===== src/rtl/rsb_pkg.sv =====
package rsb_pkg;

    localparam int DATA_W = 8;
    localparam int NIB_W  = DATA_W / 2;
    localparam int IDX_W  = $clog2(DATA_W);

    // flag byte positions (the surrounding core decodes these)
    localparam int FL_S = 7;
    localparam int FL_Z = 6;
    localparam int FL_H = 4;
    localparam int FL_P = 2;
    localparam int FL_N = 1;
    localparam int FL_C = 0;

    typedef enum logic [3:0] {
        OP_RLC  = 4'd0,
        OP_RRC  = 4'd1,
        OP_RL   = 4'd2,
        OP_RR   = 4'd3,
        OP_SLA  = 4'd4,
        OP_SRA  = 4'd5,
        OP_SRL  = 4'd6,
        OP_RLCA = 4'd7,
        OP_RRCA = 4'd8,
        OP_RLA  = 4'd9,
        OP_RRA  = 4'd10,
        OP_NRL  = 4'd11,
        OP_NRR  = 4'd12,
        OP_BTST = 4'd13,
        OP_BSET = 4'd14,
        OP_BCLR = 4'd15
    } rsb_op_e;

    // operation class: selects the result path and flag rule
    typedef enum logic [2:0] {
        CL_GEN,
        CL_ACC,
        CL_NIB,
        CL_TST,
        CL_MOD
    } rsb_class_e;

    function automatic rsb_class_e op_class(rsb_op_e op);
        rsb_class_e c;
        unique case (op)
            OP_RLC, OP_RRC, OP_RL, OP_RR,
            OP_SLA, OP_SRA, OP_SRL:         c = CL_GEN;
            OP_RLCA, OP_RRCA, OP_RLA, OP_RRA: c = CL_ACC;
            OP_NRL, OP_NRR:                 c = CL_NIB;
            OP_BTST:                        c = CL_TST;
            default:                        c = CL_MOD;
        endcase
        return c;
    endfunction

endpackage


===== src/rtl/rsb_shift_core.sv =====
module rsb_shift_core
    import rsb_pkg::*;
#(
    parameter int W = DATA_W
) (
    input  logic [W-1:0] val_i,
    input  logic         cin_i,
    input  rsb_op_e      op_i,
    output logic [W-1:0] val_o,
    output logic         cout_o
);

    always_comb begin
        val_o  = val_i;
        cout_o = cin_i;
        unique case (op_i)
            OP_RLC, OP_RLCA: begin
                val_o  = {val_i[W-2:0], val_i[W-1]};
                cout_o = val_i[W-1];
            end
            OP_RRC, OP_RRCA: begin
                val_o  = {val_i[0], val_i[W-1:1]};
                cout_o = val_i[0];
            end
            OP_RL, OP_RLA: begin
                val_o  = {val_i[W-2:0], cin_i};
                cout_o = val_i[W-1];
            end
            OP_RR, OP_RRA: begin
                val_o  = {cin_i, val_i[W-1:1]};
                cout_o = val_i[0];
            end
            OP_SLA: begin
                val_o  = {val_i[W-2:0], 1'b0};
                cout_o = val_i[W-1];
            end
            OP_SRA: begin
                val_o  = {val_i[W-1], val_i[W-1:1]};
                cout_o = val_i[0];
            end
            OP_SRL: begin
                val_o  = {1'b0, val_i[W-1:1]};
                cout_o = val_i[0];
            end
            default: ;
        endcase
    end

endmodule


===== src/rtl/rsb_nibble_rot.sv =====
module rsb_nibble_rot
    import rsb_pkg::*;
#(
    parameter int W = DATA_W
) (
    input  logic [W-1:0] mem_i,
    input  logic [W-1:0] acc_i,
    input  logic         right_i,
    output logic [W-1:0] mem_o,
    output logic [W-1:0] acc_o
);

    localparam int H = W / 2;

    logic [H-1:0] m_hi, m_lo, a_lo;

    assign m_hi = mem_i[W-1:H];
    assign m_lo = mem_i[H-1:0];
    assign a_lo = acc_i[H-1:0];

    // 3-nibble ring: {acc_lo, mem_hi, mem_lo}
    always_comb begin
        if (right_i) begin
            mem_o = {a_lo, m_hi};
            acc_o = {acc_i[W-1:H], m_lo};
        end else begin
            mem_o = {m_lo, a_lo};
            acc_o = {acc_i[W-1:H], m_hi};
        end
    end

endmodule


===== src/rtl/rsb_bit_core.sv =====
module rsb_bit_core
    import rsb_pkg::*;
#(
    parameter int W  = DATA_W,
    parameter int IW = IDX_W
) (
    input  logic [W-1:0]  val_i,
    input  logic [IW-1:0] idx_i,
    input  logic          set_i,
    input  logic          clr_i,
    output logic [W-1:0]  val_o,
    output logic          bit_o
);

    for (genvar g = 0; g < W; g++) begin : g_lane
        logic hit;
        assign hit = (idx_i == IW'(g));
        assign val_o[g] = hit ? ((val_i[g] | set_i) & ~clr_i) : val_i[g];
    end

    assign bit_o = val_i[idx_i];

endmodule


===== src/rtl/rsb_unit.sv =====
module rsb_unit
    import rsb_pkg::*;
(
    input  logic [7:0] opd_i,
    input  logic [7:0] acc_i,
    input  logic [7:0] flags_i,
    input  logic [2:0] bit_sel_i,
    input  logic [3:0] op_i,
    output logic [7:0] res_o,
    output logic [7:0] acc_o,
    output logic [7:0] flags_o
);

    rsb_op_e    op;
    rsb_class_e cls;

    assign op  = rsb_op_e'(op_i);
    assign cls = op_class(op);

    logic [DATA_W-1:0] sh_in, sh_out, nb_mem, nb_acc, bt_out;
    logic              sh_cout, bt_bit;

    assign sh_in = (cls == CL_ACC) ? acc_i : opd_i;

    rsb_shift_core #(.W(DATA_W)) u_shift (
        .val_i  (sh_in),
        .cin_i  (flags_i[FL_C]),
        .op_i   (op),
        .val_o  (sh_out),
        .cout_o (sh_cout)
    );

    rsb_nibble_rot #(.W(DATA_W)) u_nib (
        .mem_i   (opd_i),
        .acc_i   (acc_i),
        .right_i (op == OP_NRR),
        .mem_o   (nb_mem),
        .acc_o   (nb_acc)
    );

    rsb_bit_core #(.W(DATA_W), .IW(IDX_W)) u_bit (
        .val_i (opd_i),
        .idx_i (bit_sel_i),
        .set_i (op == OP_BSET),
        .clr_i (op == OP_BCLR),
        .val_o (bt_out),
        .bit_o (bt_bit)
    );

    // data outputs
    always_comb begin
        res_o = opd_i;
        acc_o = acc_i;
        unique case (cls)
            CL_GEN: res_o = sh_out;
            CL_ACC: acc_o = sh_out;
            CL_NIB: begin
                res_o = nb_mem;
                acc_o = nb_acc;
            end
            CL_TST: ;
            CL_MOD: res_o = bt_out;
        endcase
    end

    // flag outputs
    always_comb begin
        flags_o = flags_i;
        unique case (cls)
            CL_GEN: begin
                flags_o[FL_S] = sh_out[DATA_W-1];
                flags_o[FL_Z] = (sh_out == '0);
                flags_o[FL_H] = 1'b0;
                flags_o[FL_P] = ~^sh_out;
                flags_o[FL_N] = 1'b0;
                flags_o[FL_C] = sh_cout;
            end
            CL_ACC: begin
                flags_o[FL_H] = 1'b0;
                flags_o[FL_N] = 1'b0;
                flags_o[FL_C] = sh_cout;
            end
            CL_NIB: begin
                flags_o[FL_S] = nb_acc[DATA_W-1];
                flags_o[FL_Z] = (nb_acc == '0);
                flags_o[FL_H] = 1'b0;
                flags_o[FL_P] = ~^nb_acc;
                flags_o[FL_N] = 1'b0;
            end
            CL_TST: begin
                flags_o[FL_Z] = ~bt_bit;
                flags_o[FL_H] = 1'b1;
                flags_o[FL_N] = 1'b0;
            end
            CL_MOD: ;
        endcase
    end

endmodule


===== config.mk =====
export PLATFORM = sky130hd
export DESIGN_NAME = rsb_unit
export DESIGN_NICKNAME = d
export VERILOG_FILES = /design/src/rtl/rsb_pkg.sv /design/src/rtl/rsb_shift_core.sv /design/src/rtl/rsb_nibble_rot.sv /design/src/rtl/rsb_bit_core.sv /design/src/rtl/rsb_unit.sv
export SDC_FILE = /design/constraint.sdc
export NUM_CORES = 1
export LEC_CHECK = 0
export BUFFER_PORTS_ARGS = -buffer_cell sky130_fd_sc_hd__buf_2
export CORE_UTILIZATION = 55
export DETAILED_ROUTE_END_ITERATION = 7
export PLACE_DENSITY = 0.92
export SLEW_MARGIN = 20
export SYNTH_ARGS = -nofsm -noshare
export SYNTH_HDL_FRONTEND = slang
export SYNTH_HIERARCHICAL = 1
export SYNTH_SLANG_ARGS = --single-unit

===== constraint.sdc =====
create_clock -name vclk -period 3.2
set_clock_uncertainty 0.1 [all_clocks]
set_input_delay 0 -clock vclk [all_inputs]
set_output_delay 0 -clock vclk [all_outputs]
set_load 0.01 [all_outputs]

Word level (Yosys, flattened, before mapping)
Memories as Yosys holds them, arrays and structs flattened.
Cells that the tools add are included.

operators by class
  $add $sub $neg = 0
  $mul = 0
  divide/modulo/power cells = 0
  $lt $le $gt $ge = 1
  eq/ne operators = 24
  shifts and indexed selects = 0
  multiplexer cells = 23
  bitwise operators = 18
  reduce and logical (&&, ||, !) cells = 16

operators with widths
  operator            number
  $pmux 8 s7          1
  $eq 4x4->1 const B  6
  $pmux 8 s3          1
  $eq 4x3->1 const B  4
  $logic_not 8->1     2
  $mux 8              2
  $pmux 8 s2          1
  $reduce_xnor 8->1   2
  $eq 3x3->1 const B  5
  $eq 3x2->1 const B  4
  $mux 1              11
  $reduce_or 2->1     5
  $and 1x1->1         8
  $eq 4x2->1 const B  2
  $or 1x1->1          8
  $pmux 1 s2          4
  $eq 3x1->1 const B  2
  $logic_not 3->1     2
  $reduce_or 6->1     1
  $reduce_or 5->1     1
  $eq 4x1->1 const B  1
  $logic_not 4->1     1
  $lt 3x4->1 const B  1
  $mux 4              1
  other kinds (5)     6

word-level totals
  flip-flop bits (word level) = 0
  latch bits = 0
  bits in writable memories = 0
  ROM bits = 48
  input bits = 31
  output and inout port bits = 24
  word-level logic and storage cells = 83
  memories kept = 1

memory list
  name             depth  bits a word  read ports  clocked after Yosys merged registers in  write ports  line           RTL
  (no name shown)  16     3            1           0                                        0            rsb_pkg.sv:45  unique case (op)

Longest topological paths before layout
An unclocked memory read counts as a cell.

  word-level depth = 6
  mapped depth = 13
  depth with buffers taken out = 12

Cells and area by module
The synthesis kept the hierarchy.

by module, submodules not included
  module          instances  cells an instance  area an instance (µm²)  seq. area each (µm²)
  rsb_unit        1          133                939.7                   0.0
  rsb_shift_core  1          49                 330.3                   0.0
  rsb_bit_core    1          30                 264.0                   0.0
  rsb_nibble_rot  1          17                 214.0                   0.0

Least setup slack after synthesis
No wires, ideal clock.

  kind = input -> output
  start = input op_i[1]
  end = output flags_o[2]
  arrival time = 2.456 ns
  required time = 3.100 ns
  slack = 0.644 ns
  stages on the path = 13
  buffers on the path = 1
  cells stage by stage = buf_2 > a21oi_1 > a21oi_4 > mux2_2 > nand2b_1 > a2111oi_0 > a221oi_1 > a21oi_1 > inv_1 > ha_1 > xor2_1 > xnor2_1 > a221o_1

between the ends
  word-level cells in the longest chain between the ends = 6
  elaborated cells on any way between the ends = 26
  those cells by class = eq/ne (13); mux (4); reduce/logical (8); memory (1)

ends and longest elaborated chain
  what               line                  RTL
  from (decl)        rsb_unit.sv:8         input logic [3:0] op_i,
  $mem_v2 16x3       n/a
  $eq 3x1->1         rsb_unit.sv:23        assign sh_in = (cls == CL_ACC) ? acc_i : opd_i;
  $mux 8             rsb_unit.sv:23
  via sh_in[7]       rsb_unit.sv:20        logic [DATA_W-1:0] sh_in, sh_out, nb_mem, nb_acc, bt_out;
  $pmux 8 s7         rsb_shift_core.sv:16  unique case (op_i)
  via sh_out[0]      rsb_unit.sv:20
  $reduce_xnor 8->1  rsb_unit.sv:74        flags_o[FL_P] = ~^sh_out;
  $pmux 1 s2         rsb_unit.sv:69        unique case (cls)
  to (decl)          rsb_unit.sv:11        output logic [7:0] flags_o

The timed path passes the listed nets, and every way through them passes these cells.

Final worst setup path
Same ends and word-level chain as after synthesis.

==> reports/metrics.cfg <==
[outcome]
status=finished clean

[timing]
period_share_pct=92.0
period_minus_slack_ps=2940
timing.final.max_slew_violations=0
hold_viol_final=0
slew_headroom_pct=58.6
tns_ps=0
tightest_slew_ps=617
fin_ws_ps=256
finalSetupViolCount=0
max_freq_ghz=0.340
whs_ps=197
rsz0062_at_grt=false

[drt]
drtAntennaViolNets=0
drtIter0Drc=237
via_per_inst=6.66
wl_per_cell_microns=16.5
drt_pre_antenna_iters=6
num_vias=2064
wl_mm=5.12
drcViolationCount=0

[layout]
antenna_cells=0
fin_nets=307
nClkBuffers=0
drive_gt1_share_pct=32.7
n_sequential_cell=0
seqCellArea_sq_um=0
fin_area_sq_mm=0.00199
syn2layout_area_growth_pct=13.7
num-fill-cells=290

[placement]
pre_cts_slack_ps=327
gp_congestion=0.893
dp_hpwl_mm=3.86
io_buffers=51
placed_area_sq_mm=0.00197

[synth]
netlist_area_sq_mm=0.00175
yosysWarnings=6
avgSynthCellArea_sq_um=7.63
synth_top_area_share_pct=8.59
yosys-top-cells-area=mux2_4, mux2_2, inv_1, a221o_1, ha_1
syn_nets=268
seq_area_frac_synth_pct=0
yosysTopAreaCell=mux2_4
syn_inst=229
synth_cell_types=55

[floorplan]
io_pins=55
initial_utilization_pct=57.7
die_w_microns=58.4
die_h_microns=58.4
coreArea_sq_mm=0.00303
die_area_sq_mm=0.00341
row_count=20

[critical_path]
cp-end-kind=output port
crit_path_start=op_i[1]
critPathKind=in -> out
arrival_ps=2840
cp-start-kind=primary input
cp_max_fo=8
worstPathRequired_ps=3100

[grt]
grt_pass1_wl_mm=7.85
first_global_vias=1711
grt_use_total_pct=28.5
grt_max_degree=27
overflow=0
antenna_found_initial=0

[clock_tree]
cts_resized=0
post_cts_buffers=0

[power_and_ir_drop]
p_total_uw=393
cellPowerDensity_mw_per_mm2=198
ir_drop_uv=164
p_leak_uw=0.000959

[worst_hold_path]
hold_class=in -> out
min-delay-start=flags_i[1]

[run]
max_cap_viol_count=0

-- routing by layer --
| metal | vias to the layer above | share of wire [%] | global-route usage (%) |
|---|---|---|---|
| met5 | - | 0 | 0 |
| li1 | 948 | - | - |
| met1 | 971 | 41 | 37.1 |
| met3 | 16 | 7.6 | 1.54 |
| met2 | 129 | 49 | 51.2 |
| met4 | 0 | 2.3 | 7.48 |
-- report_power, final --
part / switching [uW] / leakage (uW) / total (uW) / internal [uW]
sequential: 0 / 0 / 0 / 0
combinational: 215 / 0.000959 / 393 / 178
clock: 0 / 0 / 0 / 0
total: 215 / 0.000959 / 393 / 178
-- through the flow --
stage	utilization (%)	instances
after floorplan	-	229
after CTS	65.6	310
after global placement	65.0	308
after global routing	65.6	310
after detailed placement	65.0	308
final	65.6	310
-- path summary, 6_finish.rpt --
path    endpoint  slack, ps  cells past startpoint
max   flags_o[2]        260                     14
min   flags_o[1]        200                      3
-- cells in the mapped netlist, drive strengths merged, types with 3 or more instances --
library cell	n
a222oi	7
o21ai	11
buf	21
mux2i	3
nand2	15
xor2	4
and4b	3
o32a	3
nor2b	4
ha	8
nand4bb	3
mux2	22
a221o	10
a22oi	13
and2	3
nor2	16
a41oi	3
a21oi	9
inv	29
a32oi	5
-- cell type report --
cell class	count	area [sq um]	share of cell area (%)
multi-input cells	177	1500	75.3
repair buffers	60	328	16.5
inverters	29	109	5.48
well taps	44	55.1	2.77
-- cell usage in the layout (no fill, tap or decap), types with 2 or more instances in the layout --
| cell type | n |
|---|---|
| a21oi_1 | 6 |
| a21oi_4 | 2 |
| a221o_1 | 10 |
| a222oi_1 | 7 |
| a22oi_1 | 13 |
| a2bb2oi_1 | 2 |
| a31oi_1 | 2 |
| a32oi_1 | 5 |
| a41oi_1 | 3 |
| and2_1 | 3 |
| and4b_1 | 3 |
| buf_2 | 51 |
| buf_4 | 7 |
| dlygate4sd3_1 | 2 |
| ha_1 | 8 |
| inv_1 | 29 |
| mux2_2 | 12 |
| mux2_4 | 10 |
| mux2i_1 | 3 |
| mux4_1 | 2 |
| nand2_1 | 15 |
| nand2b_1 | 2 |
| nand3_1 | 2 |
| nand4b_1 | 2 |
| nand4bb_1 | 3 |
| nor2_1 | 16 |
| nor2b_1 | 3 |
| nor3b_1 | 2 |
| o21ai_0 | 9 |
| o21ai_1 | 2 |
| o32a_1 | 3 |
| xnor2_1 | 2 |
| xor2_1 | 4 |
-- kinds of logic after synthesis --
kind of cell	synth area share, %
compound gates	34.7
xor+xnor	3.01
fa+ha+maj	5.73
buf+inv	14.7
mux	21.0
simple gates	20.8
-- what timing repair did --
item | in CTS | in global routing
hold buffers | 2 | 0
setup endpoints to repair | 0 | 0
endpoints found under the hold margin | 2 | 0
-- worst max-delay path, stage by stage --
cell and delay [ps]:
buf_2 140, a21oi_1 280, a21oi_4 100, mux2_2 290, nand2b_1 60, a2111oi_0 460
a221oi_1 100, a21oi_1 280, inv_1 100, ha_1 320, xor2_1 160, xnor2_1 130
a221o_1 290, buf_2 140
Power figures use the tool's default switching activity.
